$ cat src/rtl/rpla_pkg.sv
// Package: closed-form resource counts for the reversible AND plane.
// Assumes n >= 2. All functions are constant-foldable.
package rpla_pkg;

    // Total reversible gates: one base decoder plus 2^k swap gates per rank.
    function automatic int gate_total(input int n);
        return (1 << n) - 3;
    endfunction

    // Unused outputs: one control copy per rank, none from the base decoder.
    function automatic int garbage_total(input int n);
        return n - 2;
    endfunction

    // Constant-zero inputs: two for the base gate, one per swap gate.
    function automatic int const_total(input int n);
        return (1 << n) - 2;
    endfunction

endpackage

$ cat src/rtl/rev_fredkin.sv
// Controlled-swap reversible gate (3 in / 3 out).
// The control passes straight through. The two data lines trade places when the
// control is 1. The mapping is a bijection and preserves the number of ones.
module rev_fredkin (
    input  logic c,
    input  logic p,
    input  logic q,
    output logic c_o,
    output logic p_o,
    output logic q_o
);

    // Purpose: conditional exchange of the data pair.
    always_comb begin
        c_o = c;
        p_o = c ? q : p;
        q_o = c ? p : q;
    end

    // Guard: a swap never creates or destroys a one (supports R2).
    always_comb begin
        assert_fredkin_conserve_R2: assert ($countones({c_o, p_o, q_o}) == $countones({c, p, q}));
    end

endmodule

$ cat src/rtl/rev_dec2.sv
// Base reversible 2-to-4 decoder gate (4 in / 4 out).
// It is built as a cascade of Toffoli, CNOT and NOT steps, so the whole gate is a
// bijection on its four lines. With k0 = k1 = 0, the outputs are
// y[0]=a'b', y[1]=a'b, y[2]=ab', y[3]=ab. Every output is used, so there is no garbage.
module rev_dec2 (
    input  logic       a,
    input  logic       b,
    input  logic       k0,
    input  logic       k1,
    output logic [3:0] y
);

    logic l0_s1, l1_s1, l2_s1, l3_s1;
    logic l2_s2, l3_s2;
    logic l1_s3;
    logic l0_s4, l0_s5;

    // Purpose: step 1, Toffoli onto line 2 (k0 ^ a&b); lines 0, 1 and 3 pass.
    always_comb begin
        l0_s1 = a;
        l1_s1 = b;
        l2_s1 = k0 ^ (a & b);
        l3_s1 = k1;
    end

    // Purpose: step 2, CNOT of line 0 into line 3, then CNOT of line 2 into line 3.
    always_comb begin
        l2_s2 = l2_s1;
        l3_s2 = (l3_s1 ^ l0_s1) ^ l2_s1;
    end

    // Purpose: step 3, CNOT of line 2 into line 1 (b ^ ab = a'b).
    always_comb begin
        l1_s3 = l1_s1 ^ l2_s2;
    end

    // Purpose: step 4, CNOT of line 1 into line 0 (a ^ a'b = a|b), then NOT.
    always_comb begin
        l0_s4 = l0_s1 ^ l1_s3;
        l0_s5 = ~l0_s4;
    end

    // Purpose: route the final lines to the minterm order.
    always_comb begin
        y = {l2_s2, l3_s2, l1_s3, l0_s5};
    end

    // Guard: with constant-zero ancillas exactly one minterm is high.
    always_comb begin
        if (k0 == 1'b0 && k1 == 1'b0) begin
            assert_dec2_onehot_R3: assert ($onehot(y));
        end
    end

endmodule

$ cat src/rtl/rev_split_rank.sv
// One expansion rank: adds variable x to a set of M = 2^K minterms.
// Gate j takes control from the previous gate's control copy, data m_in[j], and a
// constant 0. It yields x'·m (low half) and x·m (high half). Only the last control
// copy is left over, and it is returned as ctl_tail.
module rev_split_rank #(
    parameter int K = 2,
    localparam int M = 1 << K
) (
    input  logic           x,
    input  logic [M-1:0]   m_in,
    output logic [2*M-1:0] m_out,
    output logic           ctl_tail
);

    logic [M:0] ctl_chain;

    // Purpose: feed the new variable into the head of the control chain.
    always_comb begin
        ctl_chain[0] = x;
    end

    for (genvar j = 0; j < M; j++) begin : g_gate
        rev_fredkin u_fr (
            .c   (ctl_chain[j]),
            .p   (m_in[j]),
            .q   (1'b0),
            .c_o (ctl_chain[j+1]),
            .p_o (m_out[j]),
            .q_o (m_out[j+M])
        );
    end

    // Purpose: expose the unused final control copy as garbage.
    always_comb begin
        ctl_tail = ctl_chain[M];
    end

    // Guard: splitting preserves the number of active minterms.
    always_comb begin
        assert_rank_split_R3: assert ($countones(m_out) == $countones(m_in));
    end

endmodule

$ cat src/rtl/rpla_and_plane.sv
// Reversible AND plane: N variables to 2^N minterms, plus garbage lines and counts.
// Assumes N >= 2. The base decoder covers vars[1:0]. Rank k (k = 2..N-1) adds vars[k].
// The stage-k minterm set sits at offset 2^k of a flat tree bus.
// Outputs are registered once, with a synchronous active-low reset.
module rpla_and_plane #(
    parameter int N = 3,
    localparam int NM = 1 << N,
    localparam int GW = (N > 2) ? N - 2 : 1,
    localparam int CW = N + 1
) (
    input  logic          clk,
    input  logic          rst_n,
    input  logic [N-1:0]  vars,
    output logic [NM-1:0] minterm,
    output logic [GW-1:0] garbage,
    output logic [CW-1:0] gate_count,
    output logic [CW-1:0] garbage_count,
    output logic [CW-1:0] const_count
);

    logic [2*NM-1:0] tree;
    logic [GW-1:0]   garb_next;

    // Purpose: the unused low slice of the tree bus is tied off.
    assign tree[3:0] = 4'b0000;

    rev_dec2 u_base (
        .a  (vars[1]),
        .b  (vars[0]),
        .k0 (1'b0),
        .k1 (1'b0),
        .y  (tree[7:4])
    );

    if (N > 2) begin : g_ranks
        for (genvar k = 2; k < N; k++) begin : g_rank
            rev_split_rank #(.K(k)) u_rank (
                .x        (vars[k]),
                .m_in     (tree[(1 << k) +: (1 << k)]),
                .m_out    (tree[(1 << (k+1)) +: (1 << (k+1))]),
                .ctl_tail (garb_next[k-2])
            );
        end
    end else begin : g_no_rank
        assign garb_next = '0;
    end

    // Purpose: capture the minterm vector and garbage lines; reset clears them.
    always_ff @(posedge clk) begin
        if (!rst_n) begin
            minterm <= '0;
            garbage <= '0;
        end else begin
            minterm <= tree[NM +: NM];
            garbage <= garb_next;
        end
    end

    // Purpose: constant resource-count ports from the closed-form expressions.
    assign gate_count    = CW'(rpla_pkg::gate_total(N));
    assign garbage_count = CW'(rpla_pkg::garbage_total(N));
    assign const_count   = CW'(rpla_pkg::const_total(N));

    // the first edge after reset leaves the outputs cleared.
    property p_reset_clear;
        @(posedge clk) disable iff (!rst_n) !$past(rst_n) |-> (minterm == '0 && garbage == '0);
    endproperty
    assert_reset_clear_R1: assert property (p_reset_clear);

    // the registered vector is one-hot in steady operation.
    property p_onehot;
        @(posedge clk) disable iff (!rst_n) $past(rst_n) |-> $onehot(minterm);
    endproperty
    assert_onehot_R3: assert property (p_onehot);

    // the active bit sits at the index given by the sampled variables.
    property p_index;
        @(posedge clk) disable iff (!rst_n) $past(rst_n) |-> minterm[$past(vars)];
    endproperty
    assert_index_R2: assert property (p_index);

    // the garbage lines carry the upper variables of the previous cycle.
    if (N > 2) begin : g_garb_chk
        property p_garb;
            @(posedge clk) disable iff (!rst_n) $past(rst_n) |-> garbage == $past(vars[N-1:2]);
        endproperty
        assert_garbage_track_R4: assert property (p_garb);
    end

endmodule

$ cat config.mk
export PLATFORM = sky130hd
export DESIGN_NAME = rpla_and_plane
export DESIGN_NICKNAME = d
export VERILOG_FILES = /design/src/rtl/rpla_pkg.sv /design/src/rtl/rev_fredkin.sv /design/src/rtl/rev_dec2.sv /design/src/rtl/rev_split_rank.sv /design/src/rtl/rpla_and_plane.sv
export SDC_FILE = /design/constraint.sdc
export NUM_CORES = 1
export LEC_CHECK = 0
export BUFFER_PORTS_ARGS = -buffer_cell sky130_fd_sc_hd__buf_2
export CAP_MARGIN = 20
export CORE_AREA = 2 2 40 42
export CTS_CLUSTER_DIAMETER = 30
export DETAILED_ROUTE_END_ITERATION = 8
export DIE_AREA = 0 0 42 44
export PLACE_DENSITY = 0.65
export REMOVE_ABC_BUFFERS = 1
export SYNTH_ARGS = -nofsm -noshare
export SYNTH_HDL_FRONTEND = slang
export SYNTH_SLANG_ARGS = --single-unit
export TNS_END_PERCENT = 10
$ cat constraint.sdc
create_clock -name clk -period 0.8 [get_ports clk]
set_input_delay 0.24 -clock clk [delete_from_list [all_inputs] [get_ports clk]]
set_output_delay 0.24 -clock clk [all_outputs]
set_load 0.005 [all_outputs]
Yosys cells after proc, flatten, opt, wreduce, memory -nomap -nowiden --
Cells that the tools add are included.
Storage, ports and cells: bits of input ports 5, flip-flop bits (word level) 9, output and inout bits 21
Operators by class: bitwise operators 6, reductions and logical operators 2
Operators by type and width (number):
- $xor 1x1->1 | 3
- $not 1->1 | 2
- $reduce_and 2->1 | 1
- $reduce_or 2->1 | 1
- $and 1x1->1 | 1

Depth between registers and ports, before layout --
depth after elaboration 4, gate-level depth with buffers 1, gate-level depth less buffers 1

Hierarchy --
Synthesis repeated with hierarchy kept, for this count alone.
Second synthesis, totals: cells, all modules 58, area total of the unflattened synthesis 551.8 um^2
Modules (own cells, without submodules):
- rpla_and_plane | area an instance 334.1 um^2, seq. area each 180.2 um^2, cells an instance 32, instances 1
- rev_fredkin | area an instance 30.0 um^2, seq. area each 0.0 um^2, cells an instance 3, instances 4
- rev_dec2 | area an instance 93.8 um^2, seq. area each 0.0 um^2, cells an instance 13, instances 1
- rev_split_rank | area an instance 3.8 um^2, seq. area each 0.0 um^2, cells an instance 1, instances 1

Worst setup path after synthesis --
Ideal clock, no wire load.
path kind input to register, from input rst_n, to register minterm[3], stages 1, data required time 0.682 ns, path buffers 0, slack 0.237 ns, arrival 0.445 ns, setup time 0.118 ns, path through and4b_2
On the way: word-level cells in the longest chain between the ends 2
RTL lines:
- from (decl) | line rpla_and_plane.sv:12 | input logic rst_n,
- $not 1->1 (no line)
- $reduce_or 2->1 (no line)
- to (signal assigned) | line rpla_and_plane.sv:54 | minterm <= tree[NM +: NM];
- to (decl) | line rpla_and_plane.sv:14 | output logic [NM-1:0] minterm,
Every way passes these cells. A chain may end at the register's enable or synchronous reset.

Worst setup path after layout --
from register minterm[2], to output minterm[2]
No word-level cell between the ends.

==> summary.md <==
| Metric | Value |
|---|---|
| Setup WS post-layout | `-0.105 ns` |
| DR vias | `229` |
| Hold Slack | `around 0.24 ns` |
| N_diodes | `0` |
| Root buf cell | `clkbuf_4` |
| Fillers | `154` |
| VDD IR max | `~1200 µV` |
| Final ANT Viol Nets | `0` |
| Final wirelength | `approximately 520 µm` |
| IO buf count | `13` |
| CTS sink count | `9` |
| Startpoint Class | `register` |
| Max Clk Rate | `1.11 GHz` |
| Fin crit share | `113%` |
| RSZ-0062 raised after global routing | `yes` |
| Routed len/inst | `between 8 and 9 µm` |
| H-tree Lvls | `1` |
| Nets | `53` |
| Fin crit period | `0.905 ns` |
| Crit path buf inv count | `1` |
| Crit end category | `primary output` |
| Power density cells | `1980 nW/µm²` |
| Top post-synthesis cells by area | `dfxtp_1 (47%), buf_4 (24%), and4bb_2 (9.9%), and4b_2 (5.9%), nor4b_2 (3.9%)` |
| CTS tree | `built` |
| Hpwl dp | `376 µm` |
| Share of cells above drive strength 1 | `about half` |
| Post-CTS setup buffers | `0` |
| Starting Density | `26.8%` |
| Avg Inst Size Synth | `11.9 µm²` |
| Area Growth Syn to Fin | `15.5%` |
| Final hold vios | `0` |
| Sequential fraction of the synthesis area | `between 40% and 50%` |
| Worst-path maximum fanout | `1` |
| Core area | `1420 µm²` |
| Largest stage delay on the critical path | `about 0.30 ns` |
| Hold_buf cts | `0` |
| Max-cap viol count | `0` |
| Hold Crit Endpoint | `minterm[0]` |
| Largest net degree at the start of global routing | `10` |
| Num CTS Buffers | `3` |
| Status | `finished, violations left` |
| DRC Markers | `0` |
| Global placement routability congestion | `0.620` |
| Total gr overflow | `0` |
| Ports | `26` |
| Total global-route track usage | `6.38%` |
| Failing checks | `setup timing` |
| Power Total | `0.000868 W` |
| Site Rows | `14` |
| Via density | `3.63` |
| Final Setup Violations | `9` |
| Worst hold stages | `2` |
| Levels on crit path | `1` |
| Pre-antenna DRT Iters | `2` |
| Die H | `between 40 and 50 µm` |
| Critical path, cell by cell | `buf_2` |
| Clock Tree Buf Depth | `2` |
| Crit-path slowest cell | `dfxtp_1` |
| Pins over their slew limit | `0` |
| Worst-path clk slew | `0.06 ns` |
| Min-delay src | `vars[1]` |
| Leak | `0.229 nW` |
| Vias in the first global route | `187` |
| Post-Syn Area | `about 380 µm²` |
| Warnings from Yosys | `0` |
| HP Class | `input port to register` |
| Die width | `about 42 µm` |
| Cells after Synth | `32` |
| FF+latch count, synth | `9` |
| Synth area leader | `dfxtp_1` |
| Unique cell type count in the Yosys netlist | `9` |
| Arr. time, crit path | `0.66 ns` |
| First-pass GRT wire length | `793 µm` |
| CP top delay family | `flip-flops` |
| Initial antenna violation count | `0` |
| Worst path required time | `0.56 ns` |
| Die footprint | `roughly 1800 µm²` |
| Critical path class | `register to primary output` |
| Yosys top cell area share | `47.4%` |
| Number of DRC markers in iteration 0 | `1` |
| Post_cts resized | `0` |
==> layer usage <==
layer  GRT usage (%)  wire length (µm)
met1            6.33               215
met2            7.50               187
met3            8.75               113
met4            1.94                 0
met5               0                 0
==> final cells by class <==
type,instances,area (µm²),share of cell area [%]
multi-input cells,21,148,33.6
flip-flops and latches,9,180,41.0
repair buffers,13,65.1,14.8
clock buffers,4,26.3,5.98
well taps,16,20.0,4.56
==> registers in the layout (all words and copies together) (netlist names) <==
name and flops:
minterm 8, garbage 1
==> report_power, final <==
part	internal [W]	total, W	switching [W]
clock	0.000191	0.000334	0.000142
combinational	0.0000306	0.0000706	0.0000401
sequential	0.000462	0.000464	0.00000254
==> cell families after synthesis <==
logic type | after synthesis | share of synthesized area (%)
simple gates | 9 | 27.0
flops | 9 | 47.4
other cells | 2 | 1.97
buf+inv | 12 | 23.7
==> cell usage after synthesis, drive strengths merged <==
| cell type | n |
|---|---|
| and4b | 3 |
| and4 | 1 |
| nor4b | 1 |
| and2 | 1 |
| dfxtp | 9 |
| and4bb | 3 |
| buf | 12 |
| conb | 2 |
==> metrics by stage <==
step                      setup TNS (ns)  std cells  setup WS [ns]  utilization (%)  instance area [µm²]
final                             -0.888         63         -0.105             31.0                  439
after global routing               -1.28         63         -0.154             31.0                  439
after CTS                          -1.03         63         -0.126             31.0                  439
after detailed placement               0         59         0.0530             29.1                  413
after global placement                 0         59         0.0596             29.1                  413
after floorplan                        0         30          0.237                -                  328
==> worst max path at each step <==
stage / start / end / slack [ns]
5_1_grt: minterm[4] / minterm[4] / -0.15
6_report: minterm[2] / minterm[2] / -0.10
3_5_place_dp: vars[1] / minterm[1] / 0.05
3_3_place_gp: vars[1] / minterm[1] / 0.06
2_1_floorplan: rst_n / minterm[3] / 0.24
4_1_cts: minterm[2] / minterm[2] / -0.13
==> cells in the final DEF, fill, tap and decap left out <==
cell type,synthesis,routed
and4bb_2,3,3
clkbuf_4,0,3
dfxtp_1,9,9
buf_2,0,13
and4b_2,2,2
and4b_1,1,1
and2_2,1,1
clkbuf_1,0,1
nor4b_2,1,1
and4_2,1,1
conb_1,2,12
Power figures use the tool's default switching activity.
